`src/rtl/omega_pkg.sv`:
```
package omega_pkg;

    typedef enum logic [1:0] {
        ARB_PREF_UP,
        ARB_PREF_LO,
        ARB_HOLD_UP,
        ARB_HOLD_LO
    } arb_state_e;

    // rotate a line index left by one within a field of the given width
    function automatic int rotl_idx(int idx, int bits);
        return ((idx << 1) | (idx >> (bits - 1))) & ((1 << bits) - 1);
    endfunction

    // rotate a line index right by one within a field of the given width
    function automatic int rotr_idx(int idx, int bits);
        return ((idx >> 1) | ((idx & 1) << (bits - 1))) & ((1 << bits) - 1);
    endfunction

endpackage

```
`src/rtl/omega_arb.sv`:
```
module omega_arb
    import omega_pkg::*;
(
    input  logic clk,
    input  logic rst_n,
    input  logic req_up,
    input  logic req_lo,
    input  logic out_ready,
    output logic out_valid,
    output logic sel_lo,
    output logic gnt_up,
    output logic gnt_lo
);

    arb_state_e state_q;
    arb_state_e state_d;

    always_ff @(posedge clk) begin
        if (!rst_n) begin
            state_q <= ARB_PREF_UP;
        end else begin
            state_q <= state_d;
        end
    end

    always_comb begin
        out_valid = 1'b0;
        sel_lo    = 1'b0;
        unique case (state_q)
            ARB_PREF_UP: begin
                out_valid = req_up | req_lo;
                sel_lo    = ~req_up;
            end
            ARB_PREF_LO: begin
                out_valid = req_up | req_lo;
                sel_lo    = req_lo;
            end
            ARB_HOLD_UP: begin
                out_valid = req_up;
                sel_lo    = 1'b0;
            end
            ARB_HOLD_LO: begin
                out_valid = req_lo;
                sel_lo    = 1'b1;
            end
        endcase

        gnt_up = out_valid & ~sel_lo & out_ready;
        gnt_lo = out_valid & sel_lo & out_ready;

        state_d = state_q;
        if (out_valid && out_ready) begin
            state_d = sel_lo ? ARB_PREF_UP : ARB_PREF_LO;
        end else if (out_valid) begin
            state_d = sel_lo ? ARB_HOLD_LO : ARB_HOLD_UP;
        end else if (state_q == ARB_HOLD_UP) begin
            state_d = ARB_PREF_UP;
        end else if (state_q == ARB_HOLD_LO) begin
            state_d = ARB_PREF_LO;
        end
    end

    // a waiting output keeps offering the same input's packet
    p_hold_same_r7: assert property (@(posedge clk) disable iff (!rst_n)
        (out_valid && !out_ready) |=> (out_valid && sel_lo == $past(sel_lo)));

    // after the upper input wins with the lower one pending, the lower one is next
    p_turn_to_lo_r6: assert property (@(posedge clk) disable iff (!rst_n)
        (out_valid && out_ready && !sel_lo && req_lo) |=> (!out_valid || sel_lo));

    // after the lower input wins with the upper one pending, the upper one is next
    p_turn_to_up_r6: assert property (@(posedge clk) disable iff (!rst_n)
        (out_valid && out_ready && sel_lo && req_up) |=> (!out_valid || !sel_lo));

endmodule

```
`src/rtl/omega_switch.sv`:
```
module omega_switch #(
    parameter int N  = 3,
    parameter int BP = 2,
    parameter int PW = 64
) (
    input  logic                 clk,
    input  logic                 rst_n,
    input  logic [1:0]           in_valid,
    output logic [1:0]           in_ready,
    input  logic [1:0][N-1:0]    in_tag,
    input  logic [1:0][PW-1:0]   in_pay,
    output logic [1:0]           out_valid,
    input  logic [1:0]           out_ready,
    output logic [1:0][N-1:0]    out_tag,
    output logic [1:0][PW-1:0]   out_pay
);

    logic [1:0] sel;
    logic [1:0] gnt [2];

    for (genvar o = 0; o < 2; o++) begin : g_out
        logic [N-1:0] tag_pick;

        omega_arb u_arb (
            .clk       (clk),
            .rst_n     (rst_n),
            .req_up    (in_valid[0] && (in_tag[0][BP] == 1'(o))),
            .req_lo    (in_valid[1] && (in_tag[1][BP] == 1'(o))),
            .out_ready (out_ready[o]),
            .out_valid (out_valid[o]),
            .sel_lo    (sel[o]),
            .gnt_up    (gnt[o][0]),
            .gnt_lo    (gnt[o][1])
        );

        // the consumed steering bit now records the arrival port
        always_comb begin
            tag_pick     = sel[o] ? in_tag[1] : in_tag[0];
            tag_pick[BP] = sel[o];
        end

        assign out_tag[o] = tag_pick;
        assign out_pay[o] = sel[o] ? in_pay[1] : in_pay[0];
    end

    for (genvar i = 0; i < 2; i++) begin : g_in
        assign in_ready[i] = gnt[0][i] | gnt[1][i];

        p_path_record_r2: assert property (@(posedge clk) disable iff (!rst_n)
            (in_valid[i] && in_ready[i]) |->
                (out_valid[in_tag[i][BP]] && out_tag[in_tag[i][BP]][BP] == 1'(i)));

        p_payload_keep_r3: assert property (@(posedge clk) disable iff (!rst_n)
            (in_valid[i] && in_ready[i]) |-> (out_pay[in_tag[i][BP]] == in_pay[i]));
    end

endmodule

```
`src/rtl/omega_router.sv`:
```
module omega_router
    import omega_pkg::*;
#(
    parameter int N  = 3,
    parameter int AW = 32,
    parameter int DW = 32,
    parameter int RW = 32
) (
    input  logic                        clk,
    input  logic                        rst_n,
    input  logic [(1<<N)-1:0]           req_valid,
    output logic [(1<<N)-1:0]           req_ready,
    input  logic [(1<<N)-1:0][AW-1:0]   req_addr,
    input  logic [(1<<N)-1:0][DW-1:0]   req_wdata,
    output logic [(1<<N)-1:0]           mem_req_valid,
    input  logic [(1<<N)-1:0]           mem_req_ready,
    output logic [(1<<N)-1:0][N-1:0]    mem_req_path,
    output logic [(1<<N)-1:0][AW-1:0]   mem_req_addr,
    output logic [(1<<N)-1:0][DW-1:0]   mem_req_wdata,
    input  logic [(1<<N)-1:0]           mem_rsp_valid,
    output logic [(1<<N)-1:0]           mem_rsp_ready,
    input  logic [(1<<N)-1:0][N-1:0]    mem_rsp_path,
    input  logic [(1<<N)-1:0][RW-1:0]   mem_rsp_rdata,
    output logic [(1<<N)-1:0]           rsp_valid,
    input  logic [(1<<N)-1:0]           rsp_ready,
    output logic [(1<<N)-1:0][N-1:0]    rsp_module,
    output logic [(1<<N)-1:0][RW-1:0]   rsp_rdata
);

    localparam int NP = 1 << N;
    localparam int NS = NP / 2;
    localparam int FW = AW + DW;
    localparam int MB = 2;   // word-interleave offset of the module field

    // forward (request) datapath: stage inputs and stage outputs
    logic [NP-1:0]         fi_v [N];
    logic [NP-1:0]         fi_r [N];
    logic [NP-1:0][N-1:0]  fi_t [N];
    logic [NP-1:0][FW-1:0] fi_p [N];
    logic [NP-1:0]         fo_v [N];
    logic [NP-1:0]         fo_r [N];
    logic [NP-1:0][N-1:0]  fo_t [N];
    logic [NP-1:0][FW-1:0] fo_p [N];

    // reverse (reply) datapath: memory-side and source-side of each stage
    logic [NP-1:0]         rd_v [N];
    logic [NP-1:0]         rd_r [N];
    logic [NP-1:0][N-1:0]  rd_t [N];
    logic [NP-1:0][RW-1:0] rd_p [N];
    logic [NP-1:0]         ru_v [N];
    logic [NP-1:0]         ru_r [N];
    logic [NP-1:0][N-1:0]  ru_t [N];
    logic [NP-1:0][RW-1:0] ru_p [N];

    for (genvar s = 0; s < N; s++) begin : g_stage
        for (genvar k = 0; k < NS; k++) begin : g_sw
            omega_switch #(.N(N), .BP(N - 1 - s), .PW(FW)) u_fwd (
                .clk       (clk),
                .rst_n     (rst_n),
                .in_valid  (fi_v[s][2*k+1:2*k]),
                .in_ready  (fi_r[s][2*k+1:2*k]),
                .in_tag    (fi_t[s][2*k+1:2*k]),
                .in_pay    (fi_p[s][2*k+1:2*k]),
                .out_valid (fo_v[s][2*k+1:2*k]),
                .out_ready (fo_r[s][2*k+1:2*k]),
                .out_tag   (fo_t[s][2*k+1:2*k]),
                .out_pay   (fo_p[s][2*k+1:2*k])
            );

            omega_switch #(.N(N), .BP(N - 1 - s), .PW(RW)) u_rev (
                .clk       (clk),
                .rst_n     (rst_n),
                .in_valid  (rd_v[s][2*k+1:2*k]),
                .in_ready  (rd_r[s][2*k+1:2*k]),
                .in_tag    (rd_t[s][2*k+1:2*k]),
                .in_pay    (rd_p[s][2*k+1:2*k]),
                .out_valid (ru_v[s][2*k+1:2*k]),
                .out_ready (ru_r[s][2*k+1:2*k]),
                .out_tag   (ru_t[s][2*k+1:2*k]),
                .out_pay   (ru_p[s][2*k+1:2*k])
            );
        end

        for (genvar j = 0; j < NP; j++) begin : g_line
            localparam int PREV = rotr_idx(j, N);   // shuffle feeding input line j
            localparam int NEXT = rotl_idx(j, N);   // line j of the next stage's input side

            if (s == 0) begin : g_src
                assign fi_v[0][j]    = req_valid[PREV];
                assign fi_t[0][j]    = req_addr[PREV][MB+N-1:MB];
                assign fi_p[0][j]    = {req_addr[PREV], req_wdata[PREV]};
                assign req_ready[PREV] = fi_r[0][j];

                assign rsp_valid[PREV]  = ru_v[0][j];
                assign rsp_module[PREV] = ru_t[0][j];
                assign rsp_rdata[PREV]  = ru_p[0][j];
                assign ru_r[0][j]       = rsp_ready[PREV];
            end else begin : g_mid
                assign fi_v[s][j]      = fo_v[s-1][PREV];
                assign fi_t[s][j]      = fo_t[s-1][PREV];
                assign fi_p[s][j]      = fo_p[s-1][PREV];
                assign fo_r[s-1][PREV] = fi_r[s][j];
            end

            if (s == N - 1) begin : g_mem
                assign mem_req_valid[j] = fo_v[s][j];
                assign mem_req_path[j]  = fo_t[s][j];
                assign mem_req_addr[j]  = fo_p[s][j][FW-1:DW];
                assign mem_req_wdata[j] = fo_p[s][j][DW-1:0];
                assign fo_r[s][j]       = mem_req_ready[j];

                assign rd_v[s][j]       = mem_rsp_valid[j];
                assign rd_t[s][j]       = mem_rsp_path[j];
                assign rd_p[s][j]       = mem_rsp_rdata[j];
                assign mem_rsp_ready[j] = rd_r[s][j];
            end else begin : g_rev
                assign rd_v[s][j]       = ru_v[s+1][NEXT];
                assign rd_t[s][j]       = ru_t[s+1][NEXT];
                assign rd_p[s][j]       = ru_p[s+1][NEXT];
                assign ru_r[s+1][NEXT]  = rd_r[s][j];
            end
        end
    end

    // a source is never told its request was taken unless it offered one
    p_ready_needs_valid_r11: assert property (@(posedge clk) disable iff (!rst_n)
        ((req_ready & ~req_valid) == '0));

    // a reply is never presented to a source that had no module send one
    p_reply_source_r8: assert property (@(posedge clk) disable iff (!rst_n)
        (mem_rsp_valid == '0) |-> (rsp_valid == '0));

endmodule

```
`config.mk`:
```
export PLATFORM = sky130hd
export DESIGN_NAME = omega_router
export DESIGN_NICKNAME = d
export VERILOG_FILES = /design/src/rtl/omega_pkg.sv /design/src/rtl/omega_arb.sv /design/src/rtl/omega_switch.sv /design/src/rtl/omega_router.sv
export SDC_FILE = /design/constraint.sdc
export NUM_CORES = 2
export LEC_CHECK = 0
export ABC_AREA = 1
export BUFFER_PORTS_ARGS = -buffer_cell sky130_fd_sc_hd__buf_4
export CORE_AREA = 3 3 659 661
export DETAILED_ROUTE_END_ITERATION = 8
export DIE_AREA = 0 0 662 664
export MAX_ROUTING_LAYER = met4
export PLACE_DENSITY_LB_ADDON = 0.12
export RECOVER_POWER = 25
export SLEW_MARGIN = 20
export SYNTH_ARGS = -nofsm -noshare
export SYNTH_HDL_FRONTEND = slang
export SYNTH_SLANG_ARGS = --single-unit
```
`constraint.sdc`:
```
create_clock -name clk -period 6.6 [get_ports clk]
set_clock_uncertainty 0.1 [all_clocks]
set_input_delay 1.65 -clock clk [delete_from_list [all_inputs] [get_ports clk]]
set_output_delay 1.65 -clock clk [all_outputs]
set_load 0.01 [all_outputs]
```
# [Word-level counts from Yosys, hierarchy flattened]
# Index checks and enable logic that the tools add are counted.
[totals] register_bits=96 in_bits=826 output_inout_bits=848
[op_classes] eq_ne=144 mux=480 n_bitwise=432 n_reduce_logical=288
[ops] op="64-bit 2-to-1 mux" n=24
[ops] op="32-bit 2-to-1 mux" n=24
[ops] op="2-bit 2-to-1 mux" n=208
[ops] op="1-bit AND" n=192
[ops] op="2-bit equality test (second input constant)" n=96
[ops] op="1-bit one-hot mux with 4 select lines" n=48
[ops] op="4-bit nonzero test" n=48
[ops] op="1-bit logical AND" n=144
[ops] op="1-bit NOT" n=144
[ops] op="1-bit one-hot mux with 3 select lines" n=48
[ops] op="2-bit by 1-bit equality test with 1-bit output (second input constant)" n=48
[ops] op="2-bit zero test" n=48
[ops] op="1-bit 2-to-1 mux" n=96
[ops] op="3-bit 2-to-1 mux" n=32
[ops] op="1-bit OR" n=96
[ops] op="2-bit OR reduction" n=48

# [Logic depth before layout (Yosys ltp)]
[logic_depth] word_depth=22 ltp_mapped=23

# [By module]
# A second synthesis with hierarchy kept.
[hier_totals] cells_unflattened=9240 hier_area_um2=41209.5
[modules_own_cells] module="omega_switch at g_stage[0].g_sw[0].u_fwd ..." n_inst=12 cells_each=436 area_per_inst_um2=1706.6 seq_area_each_um2=0.0
[modules_own_cells] module="omega_switch at g_stage[1].g_sw[0].u_rev ..." n_inst=8 cells_each=230 area_per_inst_um2=1054.8 seq_area_each_um2=0.0
[modules_own_cells] module="omega_arb" n_inst=48 cells_each=26 area_per_inst_um2=160.2 seq_area_each_um2=40.0
[modules_own_cells] module="omega_switch at g_stage[0].g_sw[0].u_rev ..." n_inst=4 cells_each=230 area_per_inst_um2=1151.1 seq_area_each_um2=0.0

# [Worst setup path after synthesis]
# Ideal clock, no wire load.
[synth_path] path_type="input to output" from="input port mem_rsp_path[9] in the netlist's numbering" to="output port rsp_module[16] in the netlist's numbering" t_arrival_ps=3479 path_slack_ps=1371 stages=15 n_path_buf=2 path_cell_list="nand2_1 nand3_2 nand2_2 nand2_1 nand3_1 nand3_1 nand2_2 nand2_1 nand3_1 nand2_1 nand2_1 nand2_2 buf_2 buf_2 o21ai_0"
[synth_rtl] element="start: declaration" line_no="omega_router.sv:22" text="input logic [(1<<N)-1:0][N-1:0] mem_rsp_path,"
[synth_rtl] element="end: declaration" line_no="omega_router.sv:26" text="output logic [(1<<N)-1:0][N-1:0] rsp_module,"

==> results.md <==
- Status: finished clean
- Clock insertion delay at the later pin of the skew report: between 400 and 500 ps
- Die W: between 600 and 700 um
- First-pass GRT wire length: ~550000 um
- TritonCTS Buffers: 9
- Setup CP Type: in -> out
- Max Freq: approximately 150 MHz
- Vias in the first global route: 50400
- Clock slew at reported path FFs: about 100 ps
- CTS tree: done
- GRT Overall Usage: about a fifth
- Endpoints failing hold: 0
- Setup crit start kind: primary input
- Total power after layout: about 47 mW
- Met1 WL: between 200000 and 250000 um
- Fin crit share: 98.1%
- Largest net degree at the start of global routing: 83
- Worst hold path cell count: 2
- Worst reg-to-reg setup slack: 3400 ps
- Die Span Y: 664 um
- Maxcap violations: 0
- Setup WS post-layout: between 100 and 150 ps
- # setup viols final: 0
- Average size of a mapped cell: ~4.7 um^2
- Multiplexer area fraction after synthesis: 1.87%
- P&R area growth vs syn: 67.6%
- Xor/xnor cell area share of the yosys netlist: 0%
- Crit Path Max Fanout: 60
- Pre-CTS setup slack: -357 ps
- Worst path top cell family by delay: compound AO/OA/AOI/OAI gates
- Metal2 WL: roughly 190000 um
- Vias post-DR: between 50000 and 60000
- Post-Synth Simple-Gate Area: a little under two fifths
- Via density: between 3 and 4
- VDD IR max: between 400 and 500 uV
- Port buffer count: approximately 1700
- Clk sinks: between 90 and 100
- RSZ-0062 raised after global routing: false
- Worst-Margin Slew: around 1200 ps
- Critical Path Most Common Cell: buf_4
- Final Max Tran Viols: 0
- Async SR Flop Fraction: 0%
- Cell Area, Placed: roughly 0.057 mm^2
- Initial drt markers: about 6000
- Post-synth EDFFs: 0
- CTS Buffer Depth: 2
- Sequential element share of the synthesized area: between 5 and 6%
- Max Used Layer: met4
- Period minus WS final: 6470 ps
- Post-synthesis cell count: 7285
- Die ar.: approximately 0.44 mm^2
- Drt wl/cell: 29.4 um
- Nets@finish: 9861
- Design area: 0.0575 mm^2
- Post-Synth Adder-Cell Area: 0%
- Share of layout cells above drive strength 1: a little over a quarter
- CP Data Required Time: around 4900 ps
- Worst min path class: reg -> reg
- Main combinational cell family by area after synthesis: simple AND/OR/NAND/NOR gates
- DP Wirelength: 383000 um
- Initial core utilization: ~8%
- Routability cong.: around 0.97
- Total grt overflow: 0
- Min Hold Slack: ~500 ps
- Top Ports: 1674
- Initial antenna violation count: about 160
- Max-slew headroom: 21.8%
- Leakage power: 27.8 nW
- Final wirelength: about 440000 um
- DRT Pass-1 Iters: 6
- Synthesis Warnings: 0
- Core area: around 0.43 mm^2
- Std-Cell Rows: approximately 240
- DR DRC count: 0
- CP arrival: 4720 ps
- Crit path buffers/inverters: 5
- ANT nets after route: 0
- # hold bufs at CTS: 0
- Root Driver: clkbuf_16
- Most common flop cell mapped by yosys: dfxtp_1
- Nature of the critical path endpoint: output port
- Setup TNS: 0 ps
- Worst R2R Path Depth: 18
- Max stage delay on crit path: ~940 ps
- Synth unique cells: 45
- Compound-Gate Fraction of Synth Area: a little under two fifths
- CP max stage cell: o21ai_0
- Flops & latches, synth: 96
- Synthesized Nets: between 8000 and 9000
- H-tree Lvls: 3
- Pwr dens: 818 mW/mm^2
- Cell-by-cell listing of the critical path: buf_4, inv_2, nand2_2, nand3_1, nand2_8, buf_4, o21ai_0, o21ai_0, o21ai_0, buf_4, buf_4
- Cell Area, Synth: 0.0343 mm^2
- Met3 wire length: roughly 37000 um
[cells in the final DEF (no fill, tap or decap), drive strengths merged]
master and count:
nand4 32, buf 2159, inv 947, dfxtp 96, diode 95, nand3 227
o21a 124, nor3 26, o211ai 10, nor3b 1, o31ai 7, a21boi 1
clkbuf 121, bufinv 4, clkinv 2, or2 5, o221ai 2, o22ai 18
a21o 1, nand2 2502, mux2i 64, o21bai 9, o211a 1, a221oi 1
nor2 396, nand3b 12, a211oi 2, o311a 1, o21ai 1939, a21oi 329
[layer usage]
metal	global-route usage, %	up-vias
li1	-	27100
met1	26.2	27400
met2	28.3	2291
met3	5.59	285
met4	4.14	0
met5	-	-
[synth_stat cells, types with 40 or more instances]
master / n / area share (%)
a21oi_1: 323 / 4.7
dfxtp_1: 96 / 5.6
mux2i_1: 64 / 1.9
o21a_1: 124 / 2.7
o21ai_0: 1750 / 26
buf_4: 40 / 0.88
clkbuf_1: 310 / 3.4
o21ai_1: 174 / 2.5
nand2_1: 2396 / 26
nand2_2: 94 / 1.7
buf_2: 149 / 2.2
nand3_1: 197 / 2.9
nor2_1: 385 / 4.2
inv_1: 915 / 10
[per-stage QoR]
stage,instances,util (%)
2_1_floorplan,7285,-
6_report,14800,13.4
3_5_place_dp,14700,13.3
3_3_place_gp,14700,13.3
4_1_cts,14700,13.4
5_1_grt,14800,13.4
[sequential cells by signal, indices dropped and copies added, names as in the netlist]
signal / cells
g_stage.g_sw.u_rev.g_out.u_arb.state_q: 48
g_stage.g_sw.u_fwd.g_out.u_arb.state_q: 48
[worst min-delay path: stages, from the launching register on]
cell	delay [ps]
dfxtp_1	370
inv_1	90
a221oi_1	80
[area by class of cell]
| cell class | count | area (um^2) |
|---|---|---|
| repair buffers | 2271 | 17600 |
| multi-input cells | 5710 | 26600 |
| clock inverters | 6 | 138 |
| clock buffers | 9 | 225 |
| fillers | 51200 | 372000 |
| flip-flops and latches | 96 | 1920 |
| well taps | 5710 | 7140 |
| inverters | 947 | 3570 |
| diodes | 95 | 238 |
[worst max-delay path by stage]
stage / endpoint / start / cells past startpoint / slack [ps]
6_report: mem_req_addr[127] / req_addr[100] / 11 / 130
5_1_grt: mem_rsp_ready[1] / mem_rsp_path[6] / 21 / 0.5
4_1_cts: mem_rsp_ready[1] / mem_rsp_valid[2] / 18 / 20
3_5_place_dp: rsp_rdata[33] / mem_rsp_path[12] / 15 / -360
3_3_place_gp: rsp_rdata[253] / mem_rsp_path[21] / 16 / -530
2_1_floorplan: rsp_module[16] / mem_rsp_path[9] / 15 / 1370
[repair_timing]
| item | 4_1_cts | 5_1_grt |
|---|---|---|
| buffers inserted | 0 | 1 |
| gates resized for setup | 9 | 24 |
| endpoints found under the setup margin | 13 | 45 |
| pin swaps | 0 | 1 |
[power breakdown]
group	switching, mW	internal [mW]	total, mW
registers	0.158	0.751	0.910
clock network	0.341	0.411	0.752
logic	30.5	14.9	45.4
[logic make-up (layout without fill, tap and decap cells)]
logic type      after synthesis  count (layout)
compound gates             2445            2445
buf+inv                    1479            3233
simple gates               3201            3201
flops                        96              96
mux                          64              64
other cells                   0              95
(Power assumes the default switching activity.)
